## src/rtl/dmac_pkg.sv

```systemverilog
package dmac_pkg;
   // register offsets whose position is fixed by the decoder
   localparam logic [3:0] OFS_STATUS    = 4'h8;
   localparam logic [3:0] OFS_REQUEST   = 4'h9;
   localparam logic [3:0] OFS_MASK_ONE  = 4'hA;
   localparam logic [3:0] OFS_MODE      = 4'hB;
   localparam logic [3:0] OFS_PTR_CLR   = 4'hC;
   localparam logic [3:0] OFS_RESET_ALL = 4'hD;
   localparam logic [3:0] OFS_MASK_CLR  = 4'hE;
   localparam logic [3:0] OFS_MASK_ALL  = 4'hF;
   // data bit selecting set (1) or clear (0) for request and mask
   localparam int unsigned SET_BIT = 2;
   typedef logic [3:0] reg_ofs_t;
endpackage

```

## src/rtl/dmac_word_reg.sv

```systemverilog
module dmac_word_reg #(
   parameter int unsigned BYTE_W = 8,
   parameter int unsigned WORD_W = 16
) (
   input  logic              clk,
   input  logic              rst,
   input  logic              bw_en,
   input  logic              bw_hi,
   input  logic [BYTE_W-1:0] bw_data,
   input  logic              ld_en,
   input  logic [WORD_W-1:0] ld_val,
   output logic [WORD_W-1:0] base_q,
   output logic [WORD_W-1:0] cur_q
);
   if (WORD_W != 2 * BYTE_W) begin : g_bad_width
      $error("dmac_word_reg: WORD_W must be twice BYTE_W");
   end

   logic [WORD_W-1:0] ext;
   logic [WORD_W-1:0] base_nxt;

   always_comb begin
      ext      = WORD_W'(bw_data);
      base_nxt = bw_hi ? (base_q | (ext << BYTE_W)) : ext;
   end

   always_ff @(posedge clk) begin
      if (rst) begin
         base_q <= '0;
         cur_q  <= '0;
      end else if (bw_en) begin
         base_q <= base_nxt;
         cur_q  <= base_nxt;
      end else if (ld_en) begin
         cur_q  <= ld_val;
      end
   end

   // low byte zero-extends into base, current follows base
   assert_low_load_R4: assert property (@(posedge clk) disable iff (rst)
      (bw_en && !bw_hi) |=> (base_q == WORD_W'($past(bw_data)) && cur_q == base_q));
   // high byte keeps the low byte already held
   assert_high_keep_R4: assert property (@(posedge clk) disable iff (rst)
      (bw_en && bw_hi) |=> (base_q[BYTE_W-1:0] == $past(base_q[BYTE_W-1:0])));
   // engine load moves current only
   assert_eng_load_R11: assert property (@(posedge clk) disable iff (rst)
      (ld_en && !bw_en) |=> (cur_q == $past(ld_val) && $stable(base_q)));
endmodule

```

## src/rtl/dmac_ctrl_regs.sv

```systemverilog
module dmac_ctrl_regs
   import dmac_pkg::*;
#(
   parameter int unsigned BYTE_W   = 8,
   parameter int unsigned CHANNELS = 4
) (
   input  logic                  clk,
   input  logic                  rst,
   input  logic                  wr,
   input  logic                  rd,
   input  reg_ofs_t              off,
   input  logic [BYTE_W-1:0]     wdata,
   input  logic [CHANNELS-1:0]   eng_tc,
   input  logic [CHANNELS-1:0]   eng_mask_set,
   output logic [BYTE_W-1:0]     cmd_q,
   output logic [CHANNELS-1:0]   mask_q,
   output logic [2*CHANNELS-1:0] status_q,
   output logic                  ff_q
);
   localparam int unsigned IDX_W = $clog2(CHANNELS);
   localparam int unsigned ST_W  = 2 * CHANNELS;

   logic [CHANNELS-1:0] sel;
   logic                word_acc;
   logic                ff_n;
   logic [BYTE_W-1:0]   cmd_n;
   logic [CHANNELS-1:0] mask_n;
   logic [ST_W-1:0]     status_n;

   always_comb begin
      sel                    = '0;
      sel[wdata[IDX_W-1:0]]  = 1'b1;
      word_acc               = (wr || rd) && !off[3];

      ff_n = ff_q;
      if (wr && (off == OFS_PTR_CLR || off == OFS_RESET_ALL)) ff_n = 1'b0;
      else if (word_acc)                                       ff_n = ~ff_q;

      cmd_n    = cmd_q;
      mask_n   = mask_q;
      status_n = status_q;
      if (rd && off == OFS_STATUS) status_n[CHANNELS-1:0] = '0;
      if (wr) begin
         case (off)
            OFS_STATUS:    cmd_n = wdata;
            OFS_REQUEST:   status_n[ST_W-1:CHANNELS] = wdata[SET_BIT] ?
                              (status_q[ST_W-1:CHANNELS] | sel) : (status_q[ST_W-1:CHANNELS] & ~sel);
            OFS_MASK_ONE:  mask_n = wdata[SET_BIT] ? (mask_q | sel) : (mask_q & ~sel);
            OFS_MODE:      status_n[CHANNELS-1:0] = status_q[CHANNELS-1:0] & ~sel;
            OFS_RESET_ALL: begin
               mask_n   = '1;
               cmd_n    = '0;
               status_n = '0;
            end
            OFS_MASK_CLR:  mask_n = '0;
            OFS_MASK_ALL:  mask_n = wdata[CHANNELS-1:0];
            default:       ;
         endcase
      end
      // engine updates are merged last so they survive host clears
      status_n[CHANNELS-1:0] = status_n[CHANNELS-1:0] | eng_tc;
      mask_n                 = mask_n | eng_mask_set;
   end

   always_ff @(posedge clk) begin
      if (rst) begin
         cmd_q    <= '0;
         mask_q   <= '0;
         status_q <= '0;
         ff_q     <= 1'b0;
      end else begin
         cmd_q    <= cmd_n;
         mask_q   <= mask_n;
         status_q <= status_n;
         ff_q     <= ff_n;
      end
   end

   // host strobes are exclusive
   assert_one_strobe_R2: assert property (@(posedge clk) disable iff (rst) !(wr && rd));
   // every word access flips the shared pointer
   assert_ptr_toggle_R3: assert property (@(posedge clk) disable iff (rst)
      word_acc |=> (ff_q != $past(ff_q)));
   // status read drops terminal counts, keeps requests
   assert_stat_clear_R5: assert property (@(posedge clk) disable iff (rst)
      (rd && off == OFS_STATUS && eng_tc == '0) |=>
         (status_q[CHANNELS-1:0] == '0 && status_q[ST_W-1:CHANNELS] == $past(status_q[ST_W-1:CHANNELS])));
   // request set lands on the selected channel
   assert_req_set_R6: assert property (@(posedge clk) disable iff (rst)
      (wr && off == OFS_REQUEST && wdata[SET_BIT]) |=>
         ((status_q[ST_W-1:CHANNELS] & $past(sel)) == $past(sel)));
   // master clear
   assert_master_clear_R9: assert property (@(posedge clk) disable iff (rst)
      (wr && off == OFS_RESET_ALL && eng_tc == '0) |=>
         (mask_q == '1 && cmd_q == '0 && status_q == '0 && !ff_q));
   // engine flags are never lost
   assert_eng_flags_R12: assert property (@(posedge clk) disable iff (rst)
      1'b1 |=> (((status_q[CHANNELS-1:0] & $past(eng_tc)) == $past(eng_tc)) &&
                ((mask_q & $past(eng_mask_set)) == $past(eng_mask_set))));
endmodule

```

## src/rtl/dmac_rd_mux.sv

```systemverilog
module dmac_rd_mux
   import dmac_pkg::*;
#(
   parameter int unsigned BYTE_W   = 8,
   parameter int unsigned WORD_W   = 16,
   parameter int unsigned CHANNELS = 4
) (
   input  logic                         rd,
   input  reg_ofs_t                     off,
   input  logic                         ff,
   input  logic [CHANNELS*WORD_W-1:0]   cur_addr,
   input  logic [CHANNELS*WORD_W-1:0]   cur_cnt,
   input  logic [2*CHANNELS-1:0]        status,
   input  logic [CHANNELS-1:0]          mask,
   output logic [BYTE_W-1:0]            rdata
);
   localparam int unsigned IDX_W = $clog2(CHANNELS);

   logic [IDX_W-1:0]  ch;
   logic [WORD_W-1:0] word;

   always_comb begin
      ch    = off[IDX_W:1];
      word  = off[0] ? cur_cnt[int'(ch)*WORD_W +: WORD_W]
                     : cur_addr[int'(ch)*WORD_W +: WORD_W];
      rdata = '0;
      if (rd) begin
         if (!off[3])                  rdata = ff ? word[WORD_W-1:BYTE_W] : word[BYTE_W-1:0];
         else if (off == OFS_STATUS)   rdata = BYTE_W'(status);
         else if (off == OFS_MASK_ALL) rdata = BYTE_W'(mask);
      end
   end
endmodule

```

## src/rtl/dmac_prog_port.sv

```systemverilog
module dmac_prog_port
   import dmac_pkg::*;
#(
   parameter int unsigned BYTE_W   = 8,
   parameter int unsigned WORD_W   = 16,
   parameter int unsigned CHANNELS = 4
) (
   input  logic                       clk,
   input  logic                       rst,
   input  logic [3:0]                 io_off,
   input  logic                       io_wr,
   input  logic                       io_rd,
   input  logic [BYTE_W-1:0]          io_wdata,
   output logic [BYTE_W-1:0]          io_rdata,
   output logic [CHANNELS*WORD_W-1:0] eng_base_addr,
   output logic [CHANNELS*WORD_W-1:0] eng_cur_addr,
   output logic [CHANNELS*WORD_W-1:0] eng_base_cnt,
   output logic [CHANNELS*WORD_W-1:0] eng_cur_cnt,
   output logic [CHANNELS*BYTE_W-1:0] eng_mode,
   output logic [BYTE_W-1:0]          eng_cmd,
   output logic [CHANNELS-1:0]        eng_mask,
   output logic [2*CHANNELS-1:0]      eng_status,
   input  logic [CHANNELS-1:0]        eng_wb_en,
   input  logic [CHANNELS*WORD_W-1:0] eng_wb_addr,
   input  logic [CHANNELS*WORD_W-1:0] eng_wb_cnt,
   input  logic [CHANNELS-1:0]        eng_tc,
   input  logic [CHANNELS-1:0]        eng_mask_set
);
   localparam int unsigned IDX_W = $clog2(CHANNELS);

   if (CHANNELS != 4) begin : g_bad_chan
      $error("dmac_prog_port: the offset map serves exactly four channels");
   end
   if (2 * CHANNELS != BYTE_W) begin : g_bad_status
      $error("dmac_prog_port: status must fill one bus byte");
   end

   logic ff_q;

   dmac_ctrl_regs #(.BYTE_W(BYTE_W), .CHANNELS(CHANNELS)) i_ctrl (
      .clk          (clk),
      .rst          (rst),
      .wr           (io_wr),
      .rd           (io_rd),
      .off          (io_off),
      .wdata        (io_wdata),
      .eng_tc       (eng_tc),
      .eng_mask_set (eng_mask_set),
      .cmd_q        (eng_cmd),
      .mask_q       (eng_mask),
      .status_q     (eng_status),
      .ff_q         (ff_q)
   );

   for (genvar c = 0; c < CHANNELS; c++) begin : g_chan
      logic              hit;
      logic              mode_wr;
      logic [BYTE_W-1:0] mode_q;

      assign hit     = io_wr && !io_off[3] && (io_off[IDX_W:1] == IDX_W'(c));
      assign mode_wr = io_wr && (io_off == OFS_MODE) && (io_wdata[IDX_W-1:0] == IDX_W'(c));

      dmac_word_reg #(.BYTE_W(BYTE_W), .WORD_W(WORD_W)) i_addr (
         .clk     (clk),
         .rst     (rst),
         .bw_en   (hit && !io_off[0]),
         .bw_hi   (ff_q),
         .bw_data (io_wdata),
         .ld_en   (eng_wb_en[c]),
         .ld_val  (eng_wb_addr[c*WORD_W +: WORD_W]),
         .base_q  (eng_base_addr[c*WORD_W +: WORD_W]),
         .cur_q   (eng_cur_addr[c*WORD_W +: WORD_W])
      );

      dmac_word_reg #(.BYTE_W(BYTE_W), .WORD_W(WORD_W)) i_cnt (
         .clk     (clk),
         .rst     (rst),
         .bw_en   (hit && io_off[0]),
         .bw_hi   (ff_q),
         .bw_data (io_wdata),
         .ld_en   (eng_wb_en[c]),
         .ld_val  (eng_wb_cnt[c*WORD_W +: WORD_W]),
         .base_q  (eng_base_cnt[c*WORD_W +: WORD_W]),
         .cur_q   (eng_cur_cnt[c*WORD_W +: WORD_W])
      );

      always_ff @(posedge clk) begin
         if (rst)          mode_q <= '0;
         else if (mode_wr) mode_q <= {io_wdata[BYTE_W-1:IDX_W], {IDX_W{1'b0}}};
      end
      assign eng_mode[c*BYTE_W +: BYTE_W] = mode_q;

      // mode byte takes the written data with the channel field zeroed
      assert_mode_load_R8: assert property (@(posedge clk) disable iff (rst)
         mode_wr |=> (mode_q[BYTE_W-1:IDX_W] == $past(io_wdata[BYTE_W-1:IDX_W]) &&
                      mode_q[IDX_W-1:0] == '0));
   end

   dmac_rd_mux #(.BYTE_W(BYTE_W), .WORD_W(WORD_W), .CHANNELS(CHANNELS)) i_rmux (
      .rd       (io_rd),
      .off      (io_off),
      .ff       (ff_q),
      .cur_addr (eng_cur_addr),
      .cur_cnt  (eng_cur_cnt),
      .status   (eng_status),
      .mask     (eng_mask),
      .rdata    (io_rdata)
   );

   // idle read port drives zero
   assert_idle_rdata_R2: assert property (@(posedge clk) disable iff (rst)
      !io_rd |-> (io_rdata == '0));
endmodule

```

## config.mk

```make
export PLATFORM = sky130hd
export DESIGN_NAME = dmac_prog_port
export DESIGN_NICKNAME = d
export VERILOG_FILES = /design/src/rtl/dmac_pkg.sv /design/src/rtl/dmac_word_reg.sv /design/src/rtl/dmac_ctrl_regs.sv /design/src/rtl/dmac_rd_mux.sv /design/src/rtl/dmac_prog_port.sv
export SDC_FILE = /design/constraint.sdc
export NUM_CORES = 1
export LEC_CHECK = 0
export ABC_AREA = 0
export ABC_CLOCK_PERIOD_IN_PS = 2110
export BUFFER_PORTS_ARGS = -buffer_cell sky130_fd_sc_hd__buf_2
export CAP_MARGIN = 5
export CORE_ASPECT_RATIO = 0.5
export CORE_MARGIN = 2
export CORE_UTILIZATION = 45
export CTS_CLUSTER_SIZE = 16
export DETAILED_ROUTE_END_ITERATION = 6
export PLACE_DENSITY = 0.76
export SLEW_MARGIN = 15
export SYNTH_ARGS = -nofsm -noshare
export SYNTH_HDL_FRONTEND = slang
export SYNTH_SLANG_ARGS = --single-unit
```

## constraint.sdc

```tcl
create_clock -name clk -period 2.11 [get_ports clk]
set_clock_uncertainty 0.15 [all_clocks]
set_input_delay 0.422 -clock clk [delete_from_list [all_inputs] [get_ports clk]]
set_output_delay 0.422 -clock clk [all_outputs]
set_load 0.03 [all_outputs]
```

# Yosys cells after proc, flatten, opt, wreduce, memory -nomap -nowiden
# Cells that the tools add are included.
# Widths: inputs -> output; s select.
dict set report totals {
  wordCells 142
  ff_bits 301
}
dict set report op_classes {
  n_shift 2
  mux 41
  reduce_logical 41
  n_bitwise 17
  eq_ne 14
  magnitude_cmp 2
}
# cell count
set op_table {}
lappend op_table {{$mux 16} 25}
lappend op_table {{$or 16x16->16} 8}
lappend op_table {{$shiftx 64x7->16} 2}
lappend op_table {{$eq 4x4->1 const B} 8}
lappend op_table {{$mux 8} 4}
lappend op_table {{$mux 4} 6}
lappend op_table {{$logic_and 1x1->1} 22}
lappend op_table {{$reduce_bool 2->1} 10}
lappend op_table {{$or 4x4->4} 4}
lappend op_table {{$pmux 4 s2} 2}
lappend op_table {{$pmux 4 s4} 1}
lappend op_table {{$pmux 8 s2} 1}
lappend op_table {{$and 4x4->4} 3}
lappend op_table {{$eq 2x2->1 const B} 4}
lappend op_table {{$eq 2x1->1 const B} 2}
lappend op_table {{$logic_not 2->1} 2}
lappend op_table {{$not 4->4} 1}
lappend op_table {{$reduce_and 2->1} 2}
lappend op_table {{$lt 2x3->1 const B} 1}
lappend op_table {{$demux 1 s2} 1}
lappend op_table {{$ge 2x1->1 const B} 1}
lappend op_table {{$logic_not 1->1} 2}
lappend op_table {{$logic_or 1x1->1} 2}
lappend op_table {{$reduce_or 2->1} 1}
lappend op_table {{other kinds (2)} 2}

# Longest topological paths before layout
# Gate-level depths: netlist of the first run.
dict set report depth {
  depth_word 10
  depth_mapped 8
}

# Hierarchy
# Synthesis of the first run repeated with hierarchy kept, for this count alone.
dict set report unflattened {
  hier_cells 1597
  area_unflattened_um2 14486.4
}
# mod area_per_inst_um2 n_inst seq_area_each_um2 cells_each
set modules_own_cells {}
lappend modules_own_cells {dmac_word_reg 1391.3 8 640.6 157}
lappend modules_own_cells {dmac_rd_mux 1183.6 1 0.0 105}
lappend modules_own_cells {dmac_prog_port 1166.1 1 480.5 119}
lappend modules_own_cells {dmac_ctrl_regs 1006.0 1 420.4 117}

# Least setup slack after synthesis of the first run
# OpenSTA, ideal clock, no wires.
dict set report synth_timing {
  path_kind {input -> output}
  from {input io_off[3]}
  to {output io_rdata[4]}
  t_arrival_ns 2.043
  stages 6
  path_buffers 3
  slack_ns -0.505
  path_cell_list {buf_2 buf_2 inv_1 clkbuf_1 nand3_1 o21ai_0}
}
dict set report synth_via {
  elab_chain_cells 4
}
# item line
set synth_rtl {}
lappend synth_rtl {{start: declaration} dmac_prog_port.sv:10} ;# input logic [3:0] io_off,
lappend synth_rtl {{$eq 4x4->1} dmac_rd_mux.sv:29} ;# else if (off == OFS_STATUS) rdata = BYTE_W'(status);
lappend synth_rtl {{$mux 8} dmac_rd_mux.sv:29}
lappend synth_rtl {{$mux 8 (*)} dmac_rd_mux.sv:28} ;# if (!off[3]) rdata = ff ? word[WORD_W-1:BYTE_W] : word[BYTE_W-1:0];
lappend synth_rtl {{$mux 8 (*)} dmac_rd_mux.sv:27} ;# if (rd) begin
lappend synth_rtl {{end: declaration} dmac_prog_port.sv:14} ;# output logic [BYTE_W-1:0] io_rdata,
# Every way passes the cells marked *; elsewhere a longest branch is shown, timed or not.

# Final worst setup path of the first run
dict set report layout_timing {
  from {register g_chan[1].i_cnt.cur_q[6]}
  to {output io_rdata[6]}
}
dict set report layout_via {
  elab_chain_cells 5
}
# item line
set layout_rtl {}
lappend layout_rtl {{start: declaration} dmac_word_reg.sv:13} ;# output logic [WORD_W-1:0] cur_q
lappend layout_rtl {{start signal: assignment} dmac_word_reg.sv:33} ;# cur_q <= base_nxt;
lappend layout_rtl {{start signal: assignment} dmac_word_reg.sv:35} ;# cur_q <= ld_val;
lappend layout_rtl {{$shiftx 64x7->16} dmac_rd_mux.sv:24} ;# word = off[0] ? cur_cnt[int'(ch)*WORD_W +: WORD_W]
lappend layout_rtl {{$mux 16} dmac_rd_mux.sv:24}
lappend layout_rtl {{$mux 8 (2 in a row)} dmac_rd_mux.sv:28}
lappend layout_rtl {{$mux 8} dmac_rd_mux.sv:27}
# No other way between the ends.

==> tab_implementation.tex, run 1 <==
\begin{tabular}{lr}
\hline
Metric & Value \\
\hline
\multicolumn{2}{l}{\textbf{Worst setup path}} \\
R2R depth & 4 \\
Crit path capture type & output pin \\
Worst setup startpoint & g\_chan[1].i\_cnt.cur\_q[6] \\
Arrival @ worst endpoint & 2.09 ns \\
Critical path, cell by cell & mux4\_2 > mux2i\_4 > a2bb2oi\_2 > o21ai\_2 > buf\_6 \\
Launch point of the worst reg-to-reg path & i\_ctrl.ff\_q \\
Startpoint type of the worst setup path & flop \\
Critical path's slowest cell & mux4\_2 \\
Largest stage delay on the critical path & 0.50 ns \\
Required time at the worst-slack endpoint & 1.54 ns \\
Critical Setup Path Class & flop to output pin \\
Crit-path max FO & 2 \\
\multicolumn{2}{l}{\textbf{Final layout}} \\
Area growth, synth to finish & 37.1\% \\
Post-route cell area & 19,100 um2 \\
Top library cells by usage in the layout, fill and taps aside & buf\_2, dfxtp\_1, a211oi\_1 \\
Most common cell after layout, fill and taps aside & buf\_2 \\
NumNets Final & 2,135 \\
Fraction of layout instances using a drive strength above 1 & 0.409 \\
\multicolumn{2}{l}{\textbf{Pwr}} \\
Sequential fraction of design power & 0.453 \\
Combinational share of power & 0.185 \\
Total net switching power & 4090 uW \\
Total power of the final layout & 13,600 uW \\
Switching share of power & 0.301 \\
Worst vdd rail ir drop & 492 uV \\
Clock power share & 0.361 \\
Areal power density over the cells & 711 nW/um2 \\
Leakage power of the design & 0.00885 uW \\
Cell-internal power & 9500 uW \\
\multicolumn{2}{l}{\textbf{Floorplanning}} \\
Number of cell rows & 45 \\
Chip height & 128 um \\
Chip Width & 253 um \\
IO Pins & 472 \\
Core outline area & 30,400 um2 \\
Area of the die & 32,500 um2 \\
Initial core utilization & 0.459 \\
\multicolumn{2}{l}{\textbf{Synthesis}} \\
Number of flops mapped to enable cells by yosys & 0 \\
Synthesized area divided by synthesized cell count & 9.70 um2 \\
Count of different cell masters after synthesis & 54 \\
Number of warnings printed during yosys synthesis & 0 \\
Synth top area share & 0.432 \\
Most instantiated flip-flop cell in the synthesis netlist & dfxtp\_1 \\
Async SR Flop Fraction & 0 \\
Number of storage elements in the synthesis netlist & 301 \\
Sequential fraction of the synthesis area & 0.432 \\
Count of mapped cells out of synthesis & 1,438 \\
Cell types occupying the most area after synthesis & dfxtp\_1, a211oi\_1, mux2i\_1 \\
Leading area contributor after synthesis & dfxtp\_1 \\
Post-Syn Area & 13,900 um2 \\
\multicolumn{2}{l}{\textbf{CTS}} \\
Clock tree sinks & 301 \\
Worst-Skew Late Latency & 0.55 ns \\
TritonCTS clock tree & built \\
Inserted Clock Buffers & 27 \\
Clk slew on worst S/H paths & 0.07 ns \\
Cell at the root of the clock tree & clkbuf\_16 \\
Maximum buffer depth of the clock tree & 3 \\
H-tree Lvls & 1 \\
\multicolumn{2}{l}{\textbf{Placed design}} \\
Last weighted congestion value of the routability-driven placer & 0.974 \\
Placed standard-cell area & 18,000 um2 \\
Port-buffer cells & 463 \\
Detailed placement HPWL & 43.6 mm \\
Worst setup slack after placement & -0.570 ns \\
\multicolumn{2}{l}{\textbf{Global route}} \\
Vias in the first global route & 13,117 \\
Gr usage total & 0.346 \\
Initial antenna violation count & 10 \\
Largest net degree at the start of global routing & 89 \\
First-pass GRT wire length & 84.6 mm \\
Residual overflow from global routing & 0 \\
\multicolumn{2}{l}{\textbf{Drt}} \\
Met3 WL post-DR & 5.64 mm \\
Wirelength per Cell & 24.6 um \\
Routed wire length & 59.3 mm \\
Top sig layer & met5 \\
Violation count after the first detailed-routing iteration & 1,759 \\
Post-DRT Antenna Nets & 0 \\
Count of unresolved DRC violations after routing & 0 \\
Wire length on met2 & 26.9 mm \\
Vias after detailed routing & 14,422 \\
Detailed-routing wirelength on met1 & 24.2 mm \\
Routed vias/inst & 5.99 \\
Number of detailed-routing iterations run before antenna repair & 7 \\
\multicolumn{2}{l}{\textbf{STA}} \\
Slack of the critical path & -0.553 ns \\
Period utilisation layout & 1.26 \\
Setup repair after global routing missed its margin & true \\
Number of setup violations in the final report & 8 \\
Min Hold Slack & 0.0179 ns \\
Hold violation total from the final report & 0 \\
Relative slew slack & 0.267 \\
Highest clock rate & 0.376 GHz \\
Measured slew at the worst slew-check pin & 1.10 ns \\
Minimum clock period after layout & 2.66 ns \\
Max-slew violation count & 0 \\
\multicolumn{2}{l}{\textbf{Outcome}} \\
Violated checks & negative setup slack \\
Result of the run & finished, violations left \\
\multicolumn{2}{l}{\textbf{Flow run}} \\
Total of max-cap violations & 0 \\
\multicolumn{2}{l}{\textbf{Worst hold path}} \\
Worst min-delay path category & input port to flop \\
Min-Delay Path Depth & 3 \\
Min-Delay Startpoint & eng\_mask\_set[0] \\
\hline
\end{tabular}
-- synth_stat cells, types with 4 or more instances --
library cell / count
a211oi_1: 253
nand3b_1: 4
buf_1: 13
o21ai_0: 72
o41ai_1: 4
a21oi_1: 75
a22oi_1: 11
a2bb2oi_1: 4
o22ai_1: 4
nand3_1: 15
mux4_2: 32
clkbuf_1: 80
nand2_1: 15
a2111oi_2: 4
inv_1: 7
nor2_1: 180
dfxtp_1: 301
mux2i_1: 160
buf_6: 6
a221oi_1: 4
nor2b_1: 79
nand2b_1: 6
a211oi_2: 4
buf_4: 30
buf_2: 31
-- power groups by stage --
stage               clock network, uW  registers (uW)  logic, uW
floorplan                           0            6540       1070
global placement                    0            6280       2370
detailed placement                  0            6270       2390
CTS                              4900            6140       2460
global route                     5150            6160       2630
finish                           4910            6160       2520
-- registers in the layout, indices dropped and copies added, names as in the netlist --
signal,count
i_ctrl.cmd_q,8
i_ctrl.ff_q,1
g_chan.mode_q,24
i_ctrl.mask_q,4
g_chan.i_cnt.base_q,64
g_chan.i_addr.cur_q,64
g_chan.i_cnt.cur_q,64
g_chan.i_addr.base_q,64
i_ctrl.status_q,8
-- kinds of logic (layout without fill, tap and decap cells) --
logic type,count (synthesis),count (layout),share of synthesized area
compound gates,446,446,0.219
simple gates,329,329,0.121
flops,301,301,0.432
mux,194,194,0.168
buf+inv,167,721,0.0590
other cells,1,17,0.000269
-- what timing repair did --
item,in CTS,in global routing
setup buffers,4,1
pin swaps,3,3
setup endpoints to repair,8,26
resized for setup,51,10
hold endpoints to repair,5,0
hold buffers,5,0
-- stage by stage --
| step | util | setup TNS [ns] | instances |
|---|---|---|---|
| 2_1_floorplan | - | -0.563 | 1445 |
| 3_3_place_gp | 0.591 | -32.90 | 2339 |
| 3_5_place_dp | 0.591 | -40.22 | 2339 |
| 4_1_cts | 0.627 | -3.69 | 2397 |
| 5_1_grt | 0.629 | -4.07 | 2405 |
| 6_report | 0.629 | -3.72 | 2407 |
-- worst max-delay path, delay by kind of cell, from the launching register on --
family	cells	cell delay (ns)
compound gates	2	0.33
mux	2	0.70
buf+inv	1	0.16
flops	1	0.35
-- path summary, 6_finish.rpt --
kind              slack [ns]                         end
setup reg to reg        0.07   g_chan[2].i_addr.cur_q[7]
hold / removal          0.02            i_ctrl.mask_q[0]
hold reg to reg         0.34  g_chan[2].i_cnt.base_q[13]
setup / recovery       -0.55                 io_rdata[6]
-- area by class of cell --
type | count | area [um2]
clock buffer | 43 | 816
antenna | 9 | 22.5
sequential | 301 | 6060
tap | 399 | 499
fill | 2520 | 11300
clock inverter | 6 | 35.0
inverter | 7 | 26.3
timing repair buffer | 665 | 4300
multi-input combinational | 977 | 7360
-- routing by layer --
metal  GRT usage  vias to the layer above
li1            -                     6401
met1       0.466                     6991
met2       0.544                      839
met3      0.0716                      189
met4       0.150                        2
met5           0                        -
No activity file was read; power rests on OpenSTA's default activity.
==> inputs of run 2 (changes only) <==
--- a/config.mk
+++ b/config.mk
@@ -13,6 +13,6 @@
 export CORE_MARGIN = 2
-export CORE_UTILIZATION = 45
+export CORE_UTILIZATION = 46
 export CTS_CLUSTER_SIZE = 16
 export DETAILED_ROUTE_END_ITERATION = 6
-export PLACE_DENSITY = 0.76
+export PLACE_DENSITY = 0.77
 export SLEW_MARGIN = 15
==> constraint.sdc (replaced) <==
create_clock -name clk -period 2.11 [get_ports clk]
set_clock_uncertainty 0.15 [all_clocks]
set_input_delay 0.633 -clock clk [delete_from_list [all_inputs] [get_ports clk]]
set_output_delay 0.633 -clock clk [all_outputs]
set_load 0.03 [all_outputs]
==> run 2 against run 1 <==
Against the previous run:
- the run still ends with negative setup slack left
- flip-flop and latch count unchanged
- maximum frequency down 5.8%
- combinational power up 7%
- global-route usage up 1.1 points
- critical path type is now input port to output pin
==> tab_implementation.tex, run 2 (synthesis gave the netlist of run 1 again) <==
\begin{tabular}{lr}
\hline
Metric & Value \\
\hline
\multicolumn{2}{l}{\textbf{Outcome}} \\
Result of the run & finished, violations left \\
Violated checks & negative setup slack \\
\multicolumn{2}{l}{\textbf{Placed design}} \\
Last weighted congestion value of the routability-driven placer & 0.956 \\
Port-buffer cells & 463 \\
Detailed placement HPWL & 44.6 mm \\
Placed standard-cell area & 18,600 um2 \\
\multicolumn{2}{l}{\textbf{Global route}} \\
First-pass GRT wire length & 86.4 mm \\
Vias in the first global route & 13,533 \\
Residual overflow from global routing & 0 \\
Gr usage total & 0.357 \\
Initial antenna violation count & 8 \\
Largest net degree at the start of global routing & 119 \\
\multicolumn{2}{l}{\textbf{Pwr}} \\
Leakage power of the design & 0.00928 uW \\
Areal power density over the cells & 715 nW/um2 \\
Worst vdd rail ir drop & 530 uV \\
\multicolumn{2}{l}{\textbf{Worst hold path}} \\
Min-Delay Path Depth & 3 \\
Min-Delay Startpoint & eng\_tc[0] \\
Worst min-delay path category & input port to flop \\
\multicolumn{2}{l}{\textbf{Worst setup path}} \\
R2R Setup Slk & 0.04 ns \\
Crit path capture type & output pin \\
Critical path's slowest cell & mux4\_2 \\
Largest stage delay on the critical path & 0.51 ns \\
R2R depth & 4 \\
Critical Setup Path Class & input port to output pin \\
Startpoint type of the worst setup path & input port \\
Launch point of the worst reg-to-reg path & i\_ctrl.ff\_q \\
Required time at the worst-slack endpoint & 1.33 ns \\
Arrival @ worst endpoint & 2.04 ns \\
Worst setup startpoint & io\_off[1] \\
Most repeated library cell on the critical path & buf\_12 \\
Critical path, cell by cell & buf\_12 > buf\_12 > buf\_4 > mux4\_2 > mux2i\_2 > o21ai\_2 > buf\_6 \\
Capturing point of the worst reg2reg path & g\_chan[0].i\_addr.cur\_q[3] \\
Crit-path max FO & 6 \\
Endpoint of the most critical setup path & io\_rdata[5] \\
\multicolumn{2}{l}{\textbf{CTS}} \\
Clk slew on worst S/H paths & 0.07 ns \\
Clock tree sinks & 301 \\
Cell at the root of the clock tree & clkbuf\_16 \\
Inserted Clock Buffers & 27 \\
TritonCTS clock tree & built \\
Maximum buffer depth of the clock tree & 3 \\
H-tree Lvls & 1 \\
Worst-Skew Late Latency & 0.55 ns \\
\multicolumn{2}{l}{\textbf{STA}} \\
Min Hold Slack & 0.165 ns \\
Max-slew violation count & 0 \\
Relative slew slack & 0.248 \\
Period utilisation layout & 1.34 \\
Measured slew at the worst slew-check pin & 1.13 ns \\
Minimum clock period after layout & 2.83 ns \\
Highest clock rate & 0.354 GHz \\
Hold violation total from the final report & 0 \\
Slack of the critical path & -0.717 ns \\
Number of setup violations in the final report & 8 \\
Final sum of negative setup slack & -5.46 ns \\
Setup repair after global routing missed its margin & true \\
\multicolumn{2}{l}{\textbf{Floorplanning}} \\
Chip height & 127 um \\
IO Pins & 472 \\
Core outline area & 30,100 um2 \\
Initial core utilization & 0.464 \\
Number of cell rows & 45 \\
Chip Width & 250 um \\
Area of the die & 31,800 um2 \\
\multicolumn{2}{l}{\textbf{Drt}} \\
Violation count after the first detailed-routing iteration & 1,720 \\
Vias after detailed routing & 14,735 \\
Number of detailed-routing iterations run before antenna repair & 6 \\
Count of unresolved DRC violations after routing & 0 \\
Wirelength per Cell & 24.2 um \\
Routed wire length & 59.8 mm \\
Post-DRT Antenna Nets & 0 \\
Routed vias/inst & 5.98 \\
\multicolumn{2}{l}{\textbf{Final layout}} \\
Post-route cell area & 19,800 um2 \\
NumNets Final & 2,200 \\
Top library cells by usage in the layout, fill and taps aside & buf\_2, dfxtp\_1, a211oi\_1 \\
Fraction of layout instances using a drive strength above 1 & 0.436 \\
Area growth, synth to finish & 41.9\% \\
Most common cell after layout, fill and taps aside & buf\_2 \\
Final design utilization & 0.658 \\
\multicolumn{2}{l}{\textbf{Flow run}} \\
Total of max-cap violations & 0 \\
\hline
\end{tabular}
run 2: cell count changes in the layout (fill, tap and decap cells not counted), moves of 2 or more:
cell | before | now
dlygate4sd3_1 | 5 | 0
a2bb2oi_2 | 4 | 2
bufinv_16 | 0 | 4
diode_2 | 9 | 6
buf_12 | 30 | 39
clkbuf_8 | 8 | 4
dfxtp_1 | 276 | 266
clkbuf_1 | 8 | 2
a2bb2oi_1 | 0 | 2
buf_4 | 165 | 227
buf_16 | 0 | 2
dfxtp_2 | 22 | 33
clkinv_2 | 4 | 6
buf_2 | 453 | 451
run 2: area by class of cell:
cell class,count,area [um2]
clock inverter,12,166
sequential,301,6070
inverter,7,26.3
tap,399,499
timing repair buffer,730,4920
multi-input combinational,977,7330
fill,2352,10300
antenna,6,15.0
clock buffer,34,763
run 2: how the worst min path moves through the flow:
stage                                              to  slack (ns)
after floorplan                    i_ctrl.status_q[7]        0.46
after global placement     g_chan[2].i_cnt.base_q[15]        0.31
after detailed placement  g_chan[2].i_addr.base_q[14]        0.32
after CTS                          i_ctrl.status_q[0]        0.15
after global routing               i_ctrl.status_q[2]        0.18
final                              i_ctrl.status_q[0]        0.16
run 2: critical path: cells and delay by family:
kind / cells / cell delay [ns]
AO/OA/AOI/OAI: 1 / 0.12
buffers and inverters: 4 / 0.52
multiplexers: 2 / 0.75
run 2: per-layer routing:
metal / up-vias / global-route usage / share of wire
met5: - / 0 / 0.00072
met4: 6 / 0.141 / 0.044
met3: 197 / 0.0837 / 0.11
met2: 882 / 0.582 / 0.46
met1: 7130 / 0.463 / 0.39
li1: 6520 / - / -
run 2: per-stage QoR:
stage          setup WS, ns  std cells  total power (uW)
2_1_floorplan        -0.521       1445              7610
3_3_place_gp         -0.837       2410              8790
3_5_place_dp         -0.885       2410              8820
4_1_cts              -0.716       2458             14100
5_1_grt              -0.749       2465             14500
6_report             -0.717       2466             14100
run 2: what timing repair did:
action / in CTS / in global routing
setup buffers: 0 / 2
setup endpoints to repair: 19 / 30
hold buffers: 0 / 0
pin swaps: 4 / 2
cloned: 2 / 0
gates resized for setup: 53 / 19
run 2: where the power goes:
part | total [uW] | switching (uW) | internal, uW
logic | 2690 | 1610 | 1080
registers | 6130 | 236 | 5900
clock network | 5320 | 2280 | 3040
==> inputs of run 3 (changes only) <==
- MAX_ROUTING_LAYER: unset -> met4
- PLACE_DENSITY: 0.77 -> 0.78
==> run 3 against run 2 <==
Against the previous run:
- the run ends with design-rule violations, negative setup slack left
- combinational power rose by 3%
- utilization grew 1.2 points
- die area unchanged
- critical path depth rose by 1
- cell count up 1.5%
- hold slack worse by 0.037 ns
- clock power rose by 7.9%
- critical path type unchanged
==> tab_implementation.tex, run 3 (synthesis gave the netlist of run 1 again) <==
\begin{tabular}{lr}
\hline
Metric & Value \\
\hline
\multicolumn{2}{l}{\textbf{Worst setup path}} \\
Largest stage delay on the critical path & 0.53 ns \\
Worst path depth & 8 \\
Delay-heaviest family, CP & buffers and inverters \\
R2R Setup Slk & 0.04 ns \\
Worst setup startpoint & io\_off[1] \\
Startpoint type of the worst setup path & input port \\
Endpoint of the most critical setup path & io\_rdata[3] \\
Crit-path max FO & 7 \\
Required time at the worst-slack endpoint & 1.33 ns \\
Critical Setup Path Class & input port to output pin \\
R2R depth & 7 \\
Crit path capture type & output pin \\
Critical path's slowest cell & mux4\_2 \\
Arrival @ worst endpoint & 2.10 ns \\
Critical path, cell by cell & buf\_12 > buf\_12 > buf\_6 > mux4\_2 > o41ai\_4 > buf\_4 > a2111oi\_4 > buf\_4 \\
Capturing point of the worst reg2reg path & g\_chan[3].i\_cnt.base\_q[6] \\
Launch point of the worst reg-to-reg path & i\_ctrl.ff\_q \\
Buffers plus inverters on the worst setup path & 5 \\
\multicolumn{2}{l}{\textbf{CTS}} \\
Hold\_buf cts & 0 \\
Clk slew on worst S/H paths & 0.07 ns \\
Cell at the root of the clock tree & clkbuf\_16 \\
Inserted Clock Buffers & 28 \\
Maximum buffer depth of the clock tree & 3 \\
H-tree Lvls & 1 \\
Clock tree sinks & 301 \\
TritonCTS clock tree & built \\
Worst-Skew Late Latency & 0.57 ns \\
\multicolumn{2}{l}{\textbf{Global route}} \\
Initial antenna violation count & 15 \\
Vias in the first global route & 13,935 \\
First-pass GRT wire length & 88.4 mm \\
Largest net degree at the start of global routing & 103 \\
Gr usage total & 0.378 \\
Residual overflow from global routing & 0 \\
\multicolumn{2}{l}{\textbf{STA}} \\
Number of setup violations in the final report & 9 \\
Relative slew slack & 0.627 \\
Max-slew violation count & 0 \\
Min Hold Slack & 0.128 ns \\
Period utilisation layout & 1.37 \\
Highest clock rate & 0.347 GHz \\
Hold violation total from the final report & 0 \\
Measured slew at the worst slew-check pin & 0.559 ns \\
Minimum clock period after layout & 2.88 ns \\
Setup repair after global routing missed its margin & true \\
Slack of the critical path & -0.772 ns \\
\multicolumn{2}{l}{\textbf{Floorplanning}} \\
Initial core utilization & 0.464 \\
Area of the die & 31,800 um2 \\
IO Pins & 472 \\
Number of cell rows & 45 \\
Chip Width & 250 um \\
Core outline area & 30,100 um2 \\
Chip height & 127 um \\
\multicolumn{2}{l}{\textbf{Drt}} \\
Count of unresolved DRC violations after routing & 1 \\
Wirelength per Cell & 24.6 um \\
Number of detailed-routing iterations run before antenna repair & 7 \\
Routed vias/inst & 5.96 \\
Vias after detailed routing & 14,920 \\
Wire length on met2 & 28.3 mm \\
Routed wire length & 61.6 mm \\
Detailed-routing wirelength on met1 & 24.2 mm \\
Top sig layer & met4 \\
Met3 WL post-DR & 5.89 mm \\
Post-DRT Antenna Nets & 0 \\
Violation count after the first detailed-routing iteration & 1,698 \\
\multicolumn{2}{l}{\textbf{Final layout}} \\
Top library cells by usage in the layout, fill and taps aside & buf\_2, dfxtp\_1, a211oi\_1 \\
Final design utilization & 0.670 \\
Fraction of layout instances using a drive strength above 1 & 0.446 \\
NumNets Final & 2,222 \\
Area growth, synth to finish & 44.4\% \\
Most common cell after layout, fill and taps aside & buf\_2 \\
\multicolumn{2}{l}{\textbf{Outcome}} \\
Violated checks & design-rule violations, negative setup slack \\
Result of the run & finished, violations left \\
\multicolumn{2}{l}{\textbf{Worst hold path}} \\
Worst min-delay path category & input port to flop \\
\multicolumn{2}{l}{\textbf{Placed design}} \\
Last weighted congestion value of the routability-driven placer & 0.976 \\
Port-buffer cells & 463 \\
Detailed placement HPWL & 46.0 mm \\
Worst setup slack after placement & -0.929 ns \\
\multicolumn{2}{l}{\textbf{Flow run}} \\
Total of max-cap violations & 0 \\
\multicolumn{2}{l}{\textbf{Pwr}} \\
Areal power density over the cells & 727 nW/um2 \\
Leakage power of the design & 0.00944 uW \\
Worst vdd rail ir drop & 548 uV \\
\hline
\end{tabular}
run 3: cell count changes in the layout (fill, tap and decap cells not counted), sizes merged:
cell    delta
bufbuf     +1
clkbuf     +4
inv        +1
clkinv     +3
bufinv     +1
diode      +9
buf       +17
run 3: cell type report:
class | count | area [um2]
Fill cell | 2364 | 9930
Multi-Input combinational cell | 977 | 7380
Inverter | 7 | 26.3
Tap cell | 399 | 499
Clock buffer | 35 | 808
Antenna cell | 15 | 37.5
Clock inverter | 17 | 231
Timing Repair Buffer | 751 | 5080
Sequential cell | 301 | 6070
run 3: worst min-delay path by stage:
stage	startpoint	cells after the start	to	slack, ns
4_1_cts	rst	2	g_chan[1].i_addr.cur_q[3]	0.13
2_1_floorplan	i_ctrl.status_q[7]	2	i_ctrl.status_q[7]	0.46
6_report	rst	2	g_chan[1].i_addr.cur_q[3]	0.13
3_5_place_dp	g_chan[1].i_cnt.base_q[13]	2	g_chan[1].i_cnt.base_q[13]	0.32
3_3_place_gp	g_chan[1].i_addr.base_q[15]	2	g_chan[1].i_addr.base_q[15]	0.31
5_1_grt	rst	2	g_chan[1].i_addr.cur_q[3]	0.15
run 3: timing repair:
action	CTS	global route
pin swaps	1	3
setup buffers	1	0
endpoints found under the setup margin	20	50
resized for setup	50	39
cloned	2	0
run 3: worst register-to-register path: stages (launching register included):
cell     delay, ns
dfxtp_4       0.40
buf_6         0.21
buf_16        0.21
and2b_1       0.27
nand3_1       0.18
buf_6         0.19
mux2i_2       0.27
nor2_1        0.09
run 3: layer usage:
layer,vias to the layer above,global-route usage
met2,886,0.594
met1,7209,0.479
met3,235,0.0705
met5,-,-
met4,0,0.168
li1,6590,-
run 3: metrics by stage:
stage | cell area [um2] | setup TNS (ns) | total power [uW] | instances
2_1_floorplan | 14200 | -3.94 | 7610 | 1445
3_3_place_gp | 18700 | -85.03 | 8830 | 2432
3_5_place_dp | 18700 | -91.20 | 8850 | 2432
4_1_cts | 20000 | -5.83 | 14600 | 2487
5_1_grt | 20100 | -6.09 | 15000 | 2502
6_report | 20100 | -5.85 | 14600 | 2502
run 3: power by group:
part           switching [uW]  leakage (uW)  internal, uW  total (uW)
Sequential                234       0.00247          5900        6130
Combinational            1650       0.00646          1120        2770
Clock                    2400      0.000516          3340        5740
Total                    4280       0.00944         10400       14600
